<file path="src/rtl/sfrx_pkg.sv">
package sfrx_pkg;
    typedef enum logic [1:0] {
        ST_OFF   = 2'd0,
        ST_HUNT  = 2'd1,
        ST_SHIFT = 2'd2
    } rx_state_t;

    localparam int SIDE_LEFT  = 0;
    localparam int SIDE_RIGHT = 1;
    localparam int NUM_SIDES  = 2;
endpackage

</file>
<file path="src/rtl/sfrx_sync.sv">
module sfrx_sync #(
    parameter int WIDTH  = 4,
    parameter int STAGES = 2
) (
    input  logic             clk,
    input  logic             rst_n,
    input  logic [WIDTH-1:0] din,
    output logic [WIDTH-1:0] dout
);
    logic [WIDTH-1:0] pipe [STAGES];

    always_ff @(posedge clk) begin
        if (!rst_n) begin
            for (int i = 0; i < STAGES; i++) pipe[i] <= '0;
        end else begin
            pipe[0] <= din;
            for (int i = 1; i < STAGES; i++) pipe[i] <= pipe[i-1];
        end
    end

    assign dout = pipe[STAGES-1];
endmodule

</file>
<file path="src/rtl/sfrx_deser.sv">
module sfrx_deser
    import sfrx_pkg::*;
#(
    parameter int WORD_W = 16
) (
    input  logic              clk,
    input  logic              rst_n,
    input  logic              rx_en,
    input  logic              sclk_s,
    input  logic              fs_s,
    input  logic              sd_s,
    input  logic              flag_s,
    output logic              word_vld,
    output logic [WORD_W-1:0] word_q,
    output logic              word_side
);
    localparam int CW = (WORD_W > 1) ? $clog2(WORD_W) : 1;
    localparam logic [CW-1:0] LAST = CW'(WORD_W - 1);

    rx_state_t         state, next_state;
    logic              sclk_d;
    logic              fall;
    logic [CW-1:0]     cnt;
    logic [WORD_W-1:0] shreg;

    assign fall = sclk_d & ~sclk_s;

    // state register
    always_ff @(posedge clk) begin
        if (!rst_n) state <= ST_OFF;
        else        state <= next_state;
    end

    // transitions
    always_comb begin
        next_state = state;
        unique case (state)
            ST_OFF:   if (rx_en) next_state = ST_HUNT;
            ST_HUNT: begin
                if (!rx_en)              next_state = ST_OFF;
                else if (fall && fs_s)   next_state = ST_SHIFT;
            end
            ST_SHIFT: begin
                if (!rx_en)                   next_state = ST_OFF;
                else if (fall && fs_s)        next_state = ST_SHIFT;
                else if (fall && cnt == LAST) next_state = ST_HUNT;
            end
            default: next_state = ST_OFF;
        endcase
    end

    // datapath and outputs
    always_ff @(posedge clk) begin
        if (!rst_n) begin
            sclk_d    <= 1'b0;
            cnt       <= '0;
            shreg     <= '0;
            word_q    <= '0;
            word_side <= 1'b0;
            word_vld  <= 1'b0;
        end else begin
            sclk_d   <= sclk_s;
            word_vld <= 1'b0;
            unique case (state)
                ST_OFF: cnt <= '0;
                ST_HUNT: begin
                    if (rx_en && fall && fs_s) begin
                        shreg <= {{(WORD_W-1){1'b0}}, sd_s};
                        cnt   <= CW'(1);
                    end
                end
                ST_SHIFT: begin
                    if (rx_en && fall) begin
                        if (fs_s) begin
                            shreg <= {{(WORD_W-1){1'b0}}, sd_s};
                            cnt   <= CW'(1);
                        end else begin
                            shreg <= {shreg[WORD_W-2:0], sd_s};
                            if (cnt == LAST) begin
                                word_q    <= {shreg[WORD_W-2:0], sd_s};
                                word_side <= flag_s;
                                word_vld  <= 1'b1;
                                cnt       <= '0;
                            end else begin
                                cnt <= cnt + 1'b1;
                            end
                        end
                    end
                end
                default: cnt <= '0;
            endcase
        end
    end

    // a finished word only while enabled
    a_r6_store_needs_enable: assert property (@(posedge clk) disable iff (!rst_n)
        word_vld |-> $past(rx_en));
    // a finished word only leaves the shifting state
    a_r3_done_from_shift: assert property (@(posedge clk) disable iff (!rst_n)
        word_vld |-> $past(state) == ST_SHIFT);
    // after a word the receiver is back hunting or off
    a_r3_return_to_hunt: assert property (@(posedge clk) disable iff (!rst_n)
        word_vld |-> state != ST_SHIFT || $past(!rx_en) == 1'b0);
endmodule

</file>
<file path="src/rtl/sfrx_ring.sv">
module sfrx_ring #(
    parameter int WORD_W = 16,
    parameter int DEPTH  = 2,
    parameter int PTR_W  = (DEPTH > 1) ? $clog2(DEPTH) : 1
) (
    input  logic              clk,
    input  logic              rst_n,
    input  logic              we,
    input  logic [WORD_W-1:0] wdata,
    input  logic              rd_en,
    input  logic [PTR_W-1:0]  rd_addr,
    output logic [WORD_W-1:0] rd_data,
    output logic [PTR_W-1:0]  wr_ptr,
    output logic              ovr_evt
);
    localparam logic [PTR_W-1:0] PTR_MAX = PTR_W'(DEPTH - 1);

    logic [WORD_W-1:0] mem [DEPTH];
    logic [DEPTH-1:0]  occ;

    assign rd_data = mem[rd_addr];
    assign ovr_evt = we && occ[wr_ptr] && !(rd_en && rd_addr == wr_ptr);

    always_ff @(posedge clk) begin
        if (!rst_n) begin
            for (int i = 0; i < DEPTH; i++) mem[i] <= '0;
            occ    <= '0;
            wr_ptr <= '0;
        end else begin
            if (we) begin
                mem[wr_ptr] <= wdata;
                wr_ptr      <= (wr_ptr == PTR_MAX) ? '0 : wr_ptr + 1'b1;
            end
            for (int i = 0; i < DEPTH; i++) begin
                if (we && wr_ptr == PTR_W'(i))           occ[i] <= 1'b1;
                else if (rd_en && rd_addr == PTR_W'(i))  occ[i] <= 1'b0;
            end
        end
    end

    // pointer holds when nothing is written
    a_r5_ptr_hold: assert property (@(posedge clk) disable iff (!rst_n)
        !we |=> $stable(wr_ptr));
    // pointer moves on every write
    a_r5_ptr_moves: assert property (@(posedge clk) disable iff (!rst_n)
        (we && DEPTH > 1) |=> !$stable(wr_ptr));
    // a written word is readable at its slot next cycle
    a_r10_write_visible: assert property (@(posedge clk) disable iff (!rst_n)
        we |=> mem[$past(wr_ptr)] == $past(wdata));
endmodule

</file>
<file path="src/rtl/stereo_flag_rx.sv">
module stereo_flag_rx
    import sfrx_pkg::*;
#(
    parameter int WORD_W      = 16,
    parameter int DEPTH       = 2,
    parameter int SYNC_STAGES = 2,
    parameter int PTR_W       = (DEPTH > 1) ? $clog2(DEPTH) : 1
) (
    input  logic              clk,
    input  logic              rst_n,
    input  logic              rx_en,
    input  logic              sclk,
    input  logic              fsync,
    input  logic              sdata,
    input  logic              side_flag,
    input  logic [PTR_W-1:0]  l_rd_addr,
    input  logic              l_rd_en,
    output logic [WORD_W-1:0] l_rd_data,
    output logic [PTR_W-1:0]  l_wr_ptr,
    input  logic [PTR_W-1:0]  r_rd_addr,
    input  logic              r_rd_en,
    output logic [WORD_W-1:0] r_rd_data,
    output logic [PTR_W-1:0]  r_wr_ptr,
    output logic              word_done,
    output logic              overrun
);
    logic [3:0]        ser_s;
    logic              word_vld, word_side;
    logic [WORD_W-1:0] word_q;

    logic [NUM_SIDES-1:0] we_v, rd_en_v, ovr_v;
    logic [PTR_W-1:0]     rd_addr_v [NUM_SIDES];
    logic [PTR_W-1:0]     ptr_v     [NUM_SIDES];
    logic [WORD_W-1:0]    rd_data_v [NUM_SIDES];

    sfrx_sync #(.WIDTH(4), .STAGES(SYNC_STAGES)) sync_i (
        .clk  (clk),
        .rst_n(rst_n),
        .din  ({side_flag, sdata, fsync, sclk}),
        .dout (ser_s)
    );

    sfrx_deser #(.WORD_W(WORD_W)) deser_i (
        .clk      (clk),
        .rst_n    (rst_n),
        .rx_en    (rx_en),
        .sclk_s   (ser_s[0]),
        .fs_s     (ser_s[1]),
        .sd_s     (ser_s[2]),
        .flag_s   (ser_s[3]),
        .word_vld (word_vld),
        .word_q   (word_q),
        .word_side(word_side)
    );

    assign rd_en_v[SIDE_LEFT]    = l_rd_en;
    assign rd_en_v[SIDE_RIGHT]   = r_rd_en;
    assign rd_addr_v[SIDE_LEFT]  = l_rd_addr;
    assign rd_addr_v[SIDE_RIGHT] = r_rd_addr;

    for (genvar s = 0; s < NUM_SIDES; s++) begin : g_side
        assign we_v[s] = word_vld && (word_side == s[0]);
        sfrx_ring #(.WORD_W(WORD_W), .DEPTH(DEPTH), .PTR_W(PTR_W)) ring_i (
            .clk    (clk),
            .rst_n  (rst_n),
            .we     (we_v[s]),
            .wdata  (word_q),
            .rd_en  (rd_en_v[s]),
            .rd_addr(rd_addr_v[s]),
            .rd_data(rd_data_v[s]),
            .wr_ptr (ptr_v[s]),
            .ovr_evt(ovr_v[s])
        );
    end

    assign l_rd_data = rd_data_v[SIDE_LEFT];
    assign r_rd_data = rd_data_v[SIDE_RIGHT];
    assign l_wr_ptr  = ptr_v[SIDE_LEFT];
    assign r_wr_ptr  = ptr_v[SIDE_RIGHT];

    always_ff @(posedge clk) begin
        if (!rst_n) begin
            word_done <= 1'b0;
            overrun   <= 1'b0;
        end else begin
            word_done <= word_vld;
            if (|ovr_v) overrun <= 1'b1;
        end
    end

    // a word goes to at most one buffer
    a_r4_one_side: assert property (@(posedge clk) disable iff (!rst_n)
        $onehot0(we_v));
    // overrun is sticky
    a_r9_overrun_sticky: assert property (@(posedge clk) disable iff (!rst_n)
        overrun |=> overrun);
    // done is a single-cycle pulse
    a_r8_done_pulse: assert property (@(posedge clk) disable iff (!rst_n)
        word_done |=> !word_done);
    // a pointer moved in the cycle done is shown
    a_r8_done_moves_ptr: assert property (@(posedge clk) disable iff (!rst_n)
        $rose(word_done) |-> (!$stable(l_wr_ptr) || !$stable(r_wr_ptr)));
endmodule

</file>
<file path="config.mk">
export PLATFORM = sky130hd
export DESIGN_NAME = stereo_flag_rx
export DESIGN_NICKNAME = d
export VERILOG_FILES = /design/src/rtl/sfrx_pkg.sv /design/src/rtl/sfrx_sync.sv /design/src/rtl/sfrx_deser.sv /design/src/rtl/sfrx_ring.sv /design/src/rtl/stereo_flag_rx.sv
export SDC_FILE = /design/constraint.sdc
export NUM_CORES = 1
export LEC_CHECK = 0
export BUFFER_PORTS_ARGS = -buffer_cell sky130_fd_sc_hd__buf_2
export CAP_MARGIN = 20
export CORE_ASPECT_RATIO = 0.5
export CORE_MARGIN = 2
export CORE_UTILIZATION = 63
export CTS_CLUSTER_SIZE = 30
export DETAILED_ROUTE_END_ITERATION = 10
export HOLD_SLACK_MARGIN = 0.1
export PLACE_DENSITY = 0.87
export SLEW_MARGIN = 0
export SYNTH_ARGS = -nofsm -noshare
export SYNTH_HDL_FRONTEND = slang
export SYNTH_SLANG_ARGS = --single-unit
</file>
<file path="constraint.sdc">
create_clock -name clk -period 7 [get_ports clk]
set_clock_uncertainty 0.2 [all_clocks]
set_input_delay 1.4 -clock clk [delete_from_list [all_inputs] [get_ports clk]]
set_output_delay 1.4 -clock clk [all_outputs]
set_load 0.01 [all_outputs]
</file>
==> summary.md, run 1 <==
| Metric | Value |
|---|---|
| Register area share after synthesis | `about three fifths` |
| Vias in the first global route | `3188` |
| Pre-antenna DRT Iters | `6` |
| Total CTS buffers | `17` |
| Initial antenna violation count | `0` |
| Root Buffer | `clkbuf_16` |
| Largest net degree at the start of global routing | `40` |
| Design Area, Final | `5900 um^2` |
| Tcrit/Tclk final | `56.4%` |
| H-tree levels | `4` |
| Worst slew pin tran | `around 0.9 ns` |
| Syn Area/Cell | `around 12 um^2` |
| Cts repair resizes | `0` |
| Final ANT Viol Nets | `0` |
| Port buffer count | `between 40 and 50` |
| N_diodes | `0` |
| Critical Setup Path Class | `in2out` |
| Unique masters post-synth | `42` |
| Crit path cell chain | `buf_2 -> mux2_2 -> buf_2` |
| P_int | `0.00140 W` |
| Worst vdd ir | `0.243 mV` |
| Final HPWL DP | `approximately 6000 um` |
| Power density cells | `304 nW/um^2` |
| Most common cell on crit path | `buf_2` |
| Syn nets | `433` |
| Chip Height | `66.6 um` |
| Iteration-0 DRC Markers | `326` |
| Layout cell share with drive strength beyond 1 | `roughly a quarter` |
| WP buf/inv | `2` |
| DRC violations left | `0` |
| Critical-path top delay cell | `mux2_2` |
| RSZ-0062 raised after global routing | `no` |
| Die width | `129 um` |
| Critical Path Source Type | `input port` |
| RD Place Congestion | `0.835` |
| CP Capture Type | `output port` |
| Status | `complete, no violations` |
| Clock tree buffer depth | `2` |
| Global route overflow | `0` |
| Worst EP arrival | `~2.4 ns` |
| Full die area | `approximately 8600 um^2` |
| Starting density of the core | `around two thirds` |
| Synthesized area | `~4900 um^2` |
| Final net count | `about 480` |
| Net switching power | `approximately 0.00039 W` |
| Final Max Slew Viols | `0` |
| # hold bufs at CTS | `0` |
| Pre-CTS setup slack | `around 3.1 ns` |
| Filler cells | `approximately 420` |
| Final hold vios | `0` |
| Fmax | `253 MHz` |
| Total clock sinks | `120` |
| Minimum clock period | `3.95 ns` |
| Layout area overhead | `19.3%` |
| Final setup fails | `0` |
| Drt wl/cell | `17.9 um` |
| Clock power share | `approximately half` |
| Post-DP Area | `5270 um^2` |
| Crit path max-delay family | `buffers and inverters` |
| I/O pin count | `47` |
| WHS | `~0.23 ns` |
| Vias post-DR | `~3300` |
| Worst skew pair latency | `around 0.41 ns` |
| Setup bufs post-CTS | `0` |
| Final worst slack | `~3 ns` |
| Share of power burned in registers | `a little over two fifths` |
| Via density | `5.67` |
| Clock transition at path regs | `0.05 ns` |
| Rows | `22` |
| Total track usage | `about a quarter` |
| Lkg Pwr | `~2.2 nW` |
| Max FO, Critical Path | `19` |
| Total Neg Setup Slack | `0 ns` |
| DRT Wirelength | `~10000 um` |
| Worst slew margin | `39.7%` |
| FF+latch count, synth | `120` |
| TritonCTS clock tree | `done` |
| Power share of the combinational group | `5.9%` |
| Sw Ratio | `between 20 and 25%` |
| Syn Inst Count | `about 420` |
| Worst path required time | `5.40 ns` |
| Pwr Total | `0.00179 W` |
| Max_cap viols | `0` |
| Synth warnings | `0` |
| Core ar. | `about 7500 um^2` |
| CP peak stage delay | `between 0.4 and 0.5 ns` |
| Min-delay worst type | `reg2reg` |
| First-pass GRT wire length | `~16000 um` |
-- worst reg2reg max path, delay by kind of cell, from the launching register on --
| family | cells | cell delay, ns |
|---|---|---|
| simple gates | 2 | 0.34 |
| buf+inv | 3 | 0.57 |
| mux | 1 | 0.29 |
| fa+ha+maj | 1 | 0.26 |
| flops | 1 | 0.34 |
-- registers in the layout (all words and copies together), names as in the netlist --
register              count
deser_i.cnt               4
g_side.ring_i.occ         4
deser_i.state             2
deser_i.sclk_d            1
deser_i.shreg            15
sync_i.pipe               8
g_side.ring_i.wr_ptr      2
deser_i.word_vld          1
deser_i.word_side         1
deser_i.word_q           16
overrun                   1
g_side.ring_i.mem        64
word_done                 1
-- cell families after synthesis --
group                    share of synthesized area [%]
multiplexers                                      10.7
flip-flops                                        61.6
AND/OR/NAND/NOR                                   17.6
adder cells (fa/ha/maj)                           1.27
buffers and inverters                             2.81
AO/OA/AOI/OAI                                     5.98
-- final timing paths --
check / cells after the start / from / endpoint / slack [ns]
worst max-delay path: 3 / l_rd_addr / l_rd_data[10] / 3.05
worst min register to register: 1 / sync_i.pipe[0][2]$_SDFF_PN0_ / sync_i.pipe[0][6]$_SDFF_PN0_ / 0.23
worst max register to register: 7 / deser_i.state[0]$_SDFFE_PN0P_ / deser_i.word_q[7]$_SDFFE_PN0P_ / 4.86
worst min-delay path: 1 / sync_i.pipe[0][2]$_SDFF_PN0_ / sync_i.pipe[0][6]$_SDFF_PN0_ / 0.23
-- cell usage in the layout, fill, tap and decap left out, types with 4 or more instances in the layout --
| master | Yosys | layout |
|---|---|---|
| buf_4 | 1 | 4 |
| buf_2 | 3 | 46 |
| nand2_1 | 26 | 26 |
| nor3_1 | 5 | 4 |
| dfxtp_1 | 56 | 56 |
| ha_1 | 5 | 5 |
| mux2_2 | 32 | 32 |
| bufinv_16 | 0 | 4 |
| nand2b_1 | 6 | 6 |
| o211ai_1 | 4 | 4 |
| inv_1 | 11 | 11 |
| nor2_1 | 21 | 21 |
| a21oi_1 | 9 | 9 |
| edfxtp_1 | 64 | 64 |
| mux2i_1 | 17 | 17 |
| clkbuf_16 | 0 | 17 |
| nand3_1 | 19 | 19 |
| and2_1 | 73 | 73 |
| o21ai_0 | 21 | 20 |
-- area by class of cell --
cell class / instances / area [um^2] / area share [%]
Tap cell: 108 / 135 / 2.29
Multi-Input combinational cell: 264 / 1790 / 30.3
Clock inverter: 15 / 201 / 3.42
Inverter: 12 / 45.0 / 0.764
Clock buffer: 17 / 425 / 7.22
Timing Repair Buffer: 50 / 260 / 4.41
Sequential cell: 120 / 3040 / 51.6
-- power groups by stage --
stage | registers [W] | clock network [W] | logic [W]
after CTS | 0.000773 | 0.000922 | 0.000105
final | 0.000773 | 0.000914 | 0.000106
after detailed placement | 0.000788 | 0 | 0.000103
after global placement | 0.000787 | 0 | 0.000101
after floorplan | 0.000783 | 0 | 0.0000733
after global routing | 0.000776 | 0.000956 | 0.000115
-- per-layer routing --
layer | up-vias | GRT usage, % | routed length, um
met1 | 1625 | 34.8 | 4650
met3 | 11 | 9.56 | 901
met5 | - | 0 | 0
met4 | 0 | 7.61 | 80
met2 | 127 | 41.6 | 4860
li1 | 1561 | - | -
-- synth_stat cells --
cell type / count / area share, %
a31oi_1: 1 / 0.13
o22ai_1: 1 / 0.13
o211ai_1: 4 / 0.61
a21o_1: 3 / 0.46
or2_2: 1 / 0.13
buf_1: 2 / 0.15
o21a_1: 1 / 0.15
o31ai_1: 1 / 0.15
a221oi_1: 1 / 0.18
o21bai_1: 1 / 0.15
nand4_1: 1 / 0.13
mux2_2: 32 / 7.3
nand3_1: 19 / 1.9
clkinv_1: 1 / 0.076
nor4_1: 1 / 0.13
nor2b_1: 1 / 0.13
o21ai_0: 21 / 2.1
mux2i_1: 17 / 3.4
ha_1: 5 / 1.3
nand3_2: 1 / 0.20
nor3_1: 5 / 0.51
buf_4: 1 / 0.15
or4_1: 1 / 0.15
o31a_1: 1 / 0.18
buf_2: 3 / 0.30
a21boi_0: 3 / 0.46
nand3b_1: 2 / 0.30
and3_1: 1 / 0.13
a21oi_1: 9 / 0.91
and2_1: 73 / 9.2
inv_1: 11 / 0.84
o311a_1: 1 / 0.20
nor2_1: 21 / 1.6
buf_6: 1 / 0.23
nand2b_1: 6 / 0.76
dfxtp_1: 56 / 23
nor3b_1: 1 / 0.15
edfxtp_1: 64 / 39
clkbuf_1: 14 / 1.1
nand4b_1: 1 / 0.18
nand2_1: 26 / 2.0
a22oi_1: 1 / 0.15
-- per-stage QoR --
| stage | std cells | util (%) |
|---|---|---|
| 3_3_place_gp | 554 | 70.6 |
| 2_1_floorplan | 417 | - |
| 6_report | 586 | 79.0 |
| 5_1_grt | 586 | 79.0 |
| 3_5_place_dp | 554 | 70.6 |
| 4_1_cts | 586 | 79.0 |
(Power assumes the default switching activity.)
==> run 2: changes to the inputs <==
--- a/config.mk
+++ b/config.mk
@@ -9,11 +9,11 @@
 export CAP_MARGIN = 20
 export CORE_ASPECT_RATIO = 0.5
 export CORE_MARGIN = 2
-export CORE_UTILIZATION = 63
+export CORE_UTILIZATION = 58
 export CTS_CLUSTER_SIZE = 30
 export DETAILED_ROUTE_END_ITERATION = 10
 export HOLD_SLACK_MARGIN = 0.1
-export PLACE_DENSITY = 0.87
+export PLACE_DENSITY = 0.81
 export SLEW_MARGIN = 0
 export SYNTH_ARGS = -nofsm -noshare
 export SYNTH_HDL_FRONTEND = slang
==> constraint.sdc (replaced) <==
create_clock -name clk -period 3.7 [get_ports clk]
set_clock_uncertainty 0.2 [all_clocks]
set_input_delay 0.74 -clock clk [delete_from_list [all_inputs] [get_ports clk]]
set_output_delay 0.74 -clock clk [all_outputs]
set_load 0.01 [all_outputs]
==> run 2 against run 1 <==
Net effect: sequential share of layout area increased by 0.51 points; non-clock buffer count grew 5; global-route usage decreased by 3.7 points; combinational power is 91% higher; critical endpoint is now r_rd_data[2].
==> summary.md, run 2 (synthesized netlist as in run 1, its figures left out) <==
| Metric | Value |
|---|---|
| M2 GR Usage | `34.6% (-6.9 points)` |
| CP Capture Type | `output port` |
| TritonCTS clock tree | `done` |
| Layout cell share with drive strength beyond 1 | `23.6% (-1.7 points)` |
| Final worst slack | `1.09 ns (-1.96 ns)` |
| I/O pin count | `47 (unchanged)` |
| Fmax | `384 MHz` |
| Total CTS buffers | `17 (unchanged)` |
| Power share of the combinational group | `6.4% (+0.5 points)` |
| Top flop regs | `g_side.ring_i.mem (64), deser_i.word_q (16), deser_i.shreg (15)` |
| Post-DP Area | `5300 um^2 (+0.55%)` |
| Lkg Pwr | `2.18 nW (-0.55%)` |
| Hold endpoint | `sync_i.pipe[0][6]$_SDFF_PN0_` |
| Worst slew pin tran | `0.858 ns (-0.0416 ns)` |
| RSZ-0062 raised after global routing | `no` |
| Port buffer count | `46 (unchanged)` |
| RR Startpoint | `deser_i.word_side$_SDFFE_PN0P_` |
| Via density | `5.43 (-4.4%)` |
| Vias post-DR | `3228 (-2.9%)` |
| Grt met1 use | `30.8% (-4.0 points)` |
| Layout area overhead | `18.2%` |
| Max_cap viols | `0 (unchanged)` |
| Most common cell after layout, fill and taps aside | `and2_1` |
| Cts repair resizes | `0 (unchanged)` |
| Commonest cells after routing, fill and taps aside | `73 x and2_1, 64 x edfxtp_1, 56 x dfxtp_1, 46 x buf_2, 32 x mux2_2` |
| Worst path required time | `2.76 ns (-2.64 ns)` |
| Pre-antenna DRT Iters | `4 (-2)` |
| Starting density of the core | `60.7% (-5.6 points)` |
| Net switching power | `0.000668 W (+70%)` |
| Clock transition at path regs | `0.05 ns (about the same)` |
| Worst r2r path cells | `3 (-4)` |
| Register with the most flip-flops | `g_side.ring_i.mem` |
| Max FO, Critical Path | `18 (-1)` |
| Initial antenna violation count | `0 (unchanged)` |
| Full die area | `9320 um^2 (+8.2%)` |
| Total track usage | `22.7% (-3.7 points)` |
| Largest net degree at the start of global routing | `31 (-23%)` |
| Setup bufs post-CTS | `0 (unchanged)` |
| Clock power share | `47.5% (-3.5 points)` |
| Final net count | `486 (+1.0%)` |
| Max reg flops | `64 (unchanged)` |
| Final hold vios | `0 (unchanged)` |
| Minimum clock period | `~2.6 ns` |
| Share of power burned in registers | `46.2% (+3.1 points)` |
| Tcrit/Tclk final | `between 70% and 80%` |
| Drt wl/cell | `16.6 um (-7.2%)` |
| P_int | `0.00250 W (+78%)` |
| Total clock sinks | `120 (unchanged)` |
| Rows | `23 (+4.5%)` |
| Worst hold path depth | `1 (unchanged)` |
| Reg-to-reg endpoint | `g_side[1].ring_i.mem[0][8]$_SDFFCE_PN0P_` |
| Final Max Slew Viols | `0 (unchanged)` |
| WHS | `0.234 ns (+0.00237 ns)` |
| RD Place Congestion | `0.869 (+4.0%)` |
| Power density cells | `543 nW/um^2 (+78%)` |
| R2R setup slack | `1.54 ns (-3.32 ns)` |
| Global route overflow | `0 (unchanged)` |
| Die width | `135 um (+4.1%)` |
| Clock tree buffer depth | `2 (unchanged)` |
| DRC violations left | `0 (unchanged)` |
| Critical Setup Path Class | `in2out` |
| Worst setup startpoint | `r_rd_addr` |
| # hold bufs at CTS | `0 (unchanged)` |
| Worst vdd ir | `0.356 mV (+46%)` |
| Iteration-0 DRC Markers | `235 (-28%)` |
| Worst EP arrival | `1.67 ns (-0.68 ns)` |
| Core ar. | `8140 um^2 (+9.2%)` |
| First-pass GRT wire length | `15800 um (-3.9%)` |
| Chip Height | `69.3 um (+4.0%)` |
| Vias in the first global route | `3098 (-2.8%)` |
| HP Start | `sync_i.pipe[0][2]$_SDFF_PN0_` |
| Gr busiest metal | `met2` |
| Design Area, Final | `5840 um^2 (-0.98%)` |
| Met3 usage | `8.48% (-1.1 points)` |
| Status | `complete, no violations` |
| Final setup fails | `0 (unchanged)` |
| Utilization after layout | `71.7% (-7.3 points)` |
| DRT Wirelength | `9890 um (-5.8%)` |
| Total Neg Setup Slack | `0 ns (unchanged)` |
| Final HPWL DP | `6110 um (+1.3%)` |
| N_diodes | `0 (unchanged)` |
| Final ANT Viol Nets | `0 (unchanged)` |
| Critical Path Source Type | `input port` |
| H-tree levels | `4 (unchanged)` |
| Worst skew pair latency | `0.40 ns (about the same)` |
| Min-delay worst type | `reg2reg` |
| Sw Ratio | `21.1% (-0.80 points)` |
| Root Buffer | `clkbuf_16` |
| Worst slew margin | `42.6% (+3.0 points)` |
| Pre-CTS setup slack | `1.04 ns (-2.05 ns)` |
## run 2: cell types whose count changed in the layout (fill, tap and decap cells not counted), sizes merged
cell and delta:
bufinv -3, buf +5, inv -2, clkbuf +12, clkinv -4, clkinvlp -3
## run 2: how the worst max path moves through the flow
stage / slack, ns / to / depth (start not counted)
final: 1.09 / r_rd_data[2] / 3
after global routing: 1.05 / l_rd_data[10] / 3
after global placement: 1.07 / deser_i.word_vld$_SDFF_PP0_ / 7
after detailed placement: 1.04 / deser_i.word_vld$_SDFF_PP0_ / 7
after CTS: 1.08 / r_rd_data[2] / 3
after floorplan: 0.97 / l_rd_data[0] / 3
## run 2: area by class of cell
type | instances | area (um^2)
sequential | 120 | 3040
fill | 563 | 2310
multi-input combinational | 264 | 1770
clock buffer | 29 | 500
timing repair buffer | 55 | 298
tap | 112 | 140
inverter | 12 | 45.0
clock inverter | 3 | 40.0
## run 2: power by group through the flow
stage | Combinational (W) | Sequential (W) | Clock (W)
after global routing | 0.000222 | 0.00147 | 0.00159
after floorplan | 0.000139 | 0.00148 | 0
after detailed placement | 0.000201 | 0.00149 | 0
after global placement | 0.000197 | 0.00149 | 0
final | 0.000202 | 0.00146 | 0.00150
after CTS | 0.000203 | 0.00146 | 0.00152
## run 2: metrics by stage
stage | cells | power, W
2_1_floorplan | 417 | 0.00162
3_3_place_gp | 563 | 0.00168
3_5_place_dp | 563 | 0.00169
4_1_cts | 595 | 0.00319
5_1_grt | 595 | 0.00328
6_report | 595 | 0.00317
## run 2: critical path: stages
cell and delay [ns]:
buf_2 0.38, mux2_2 0.40, buf_2 0.15
## run 2: routing by layer
layer / up-vias / wire length, um
met5: - / 0
met4: 0 / 73
met2: 89 / 4580
met1: 1565 / 4510
li1: 1566 / -
met3: 8 / 722
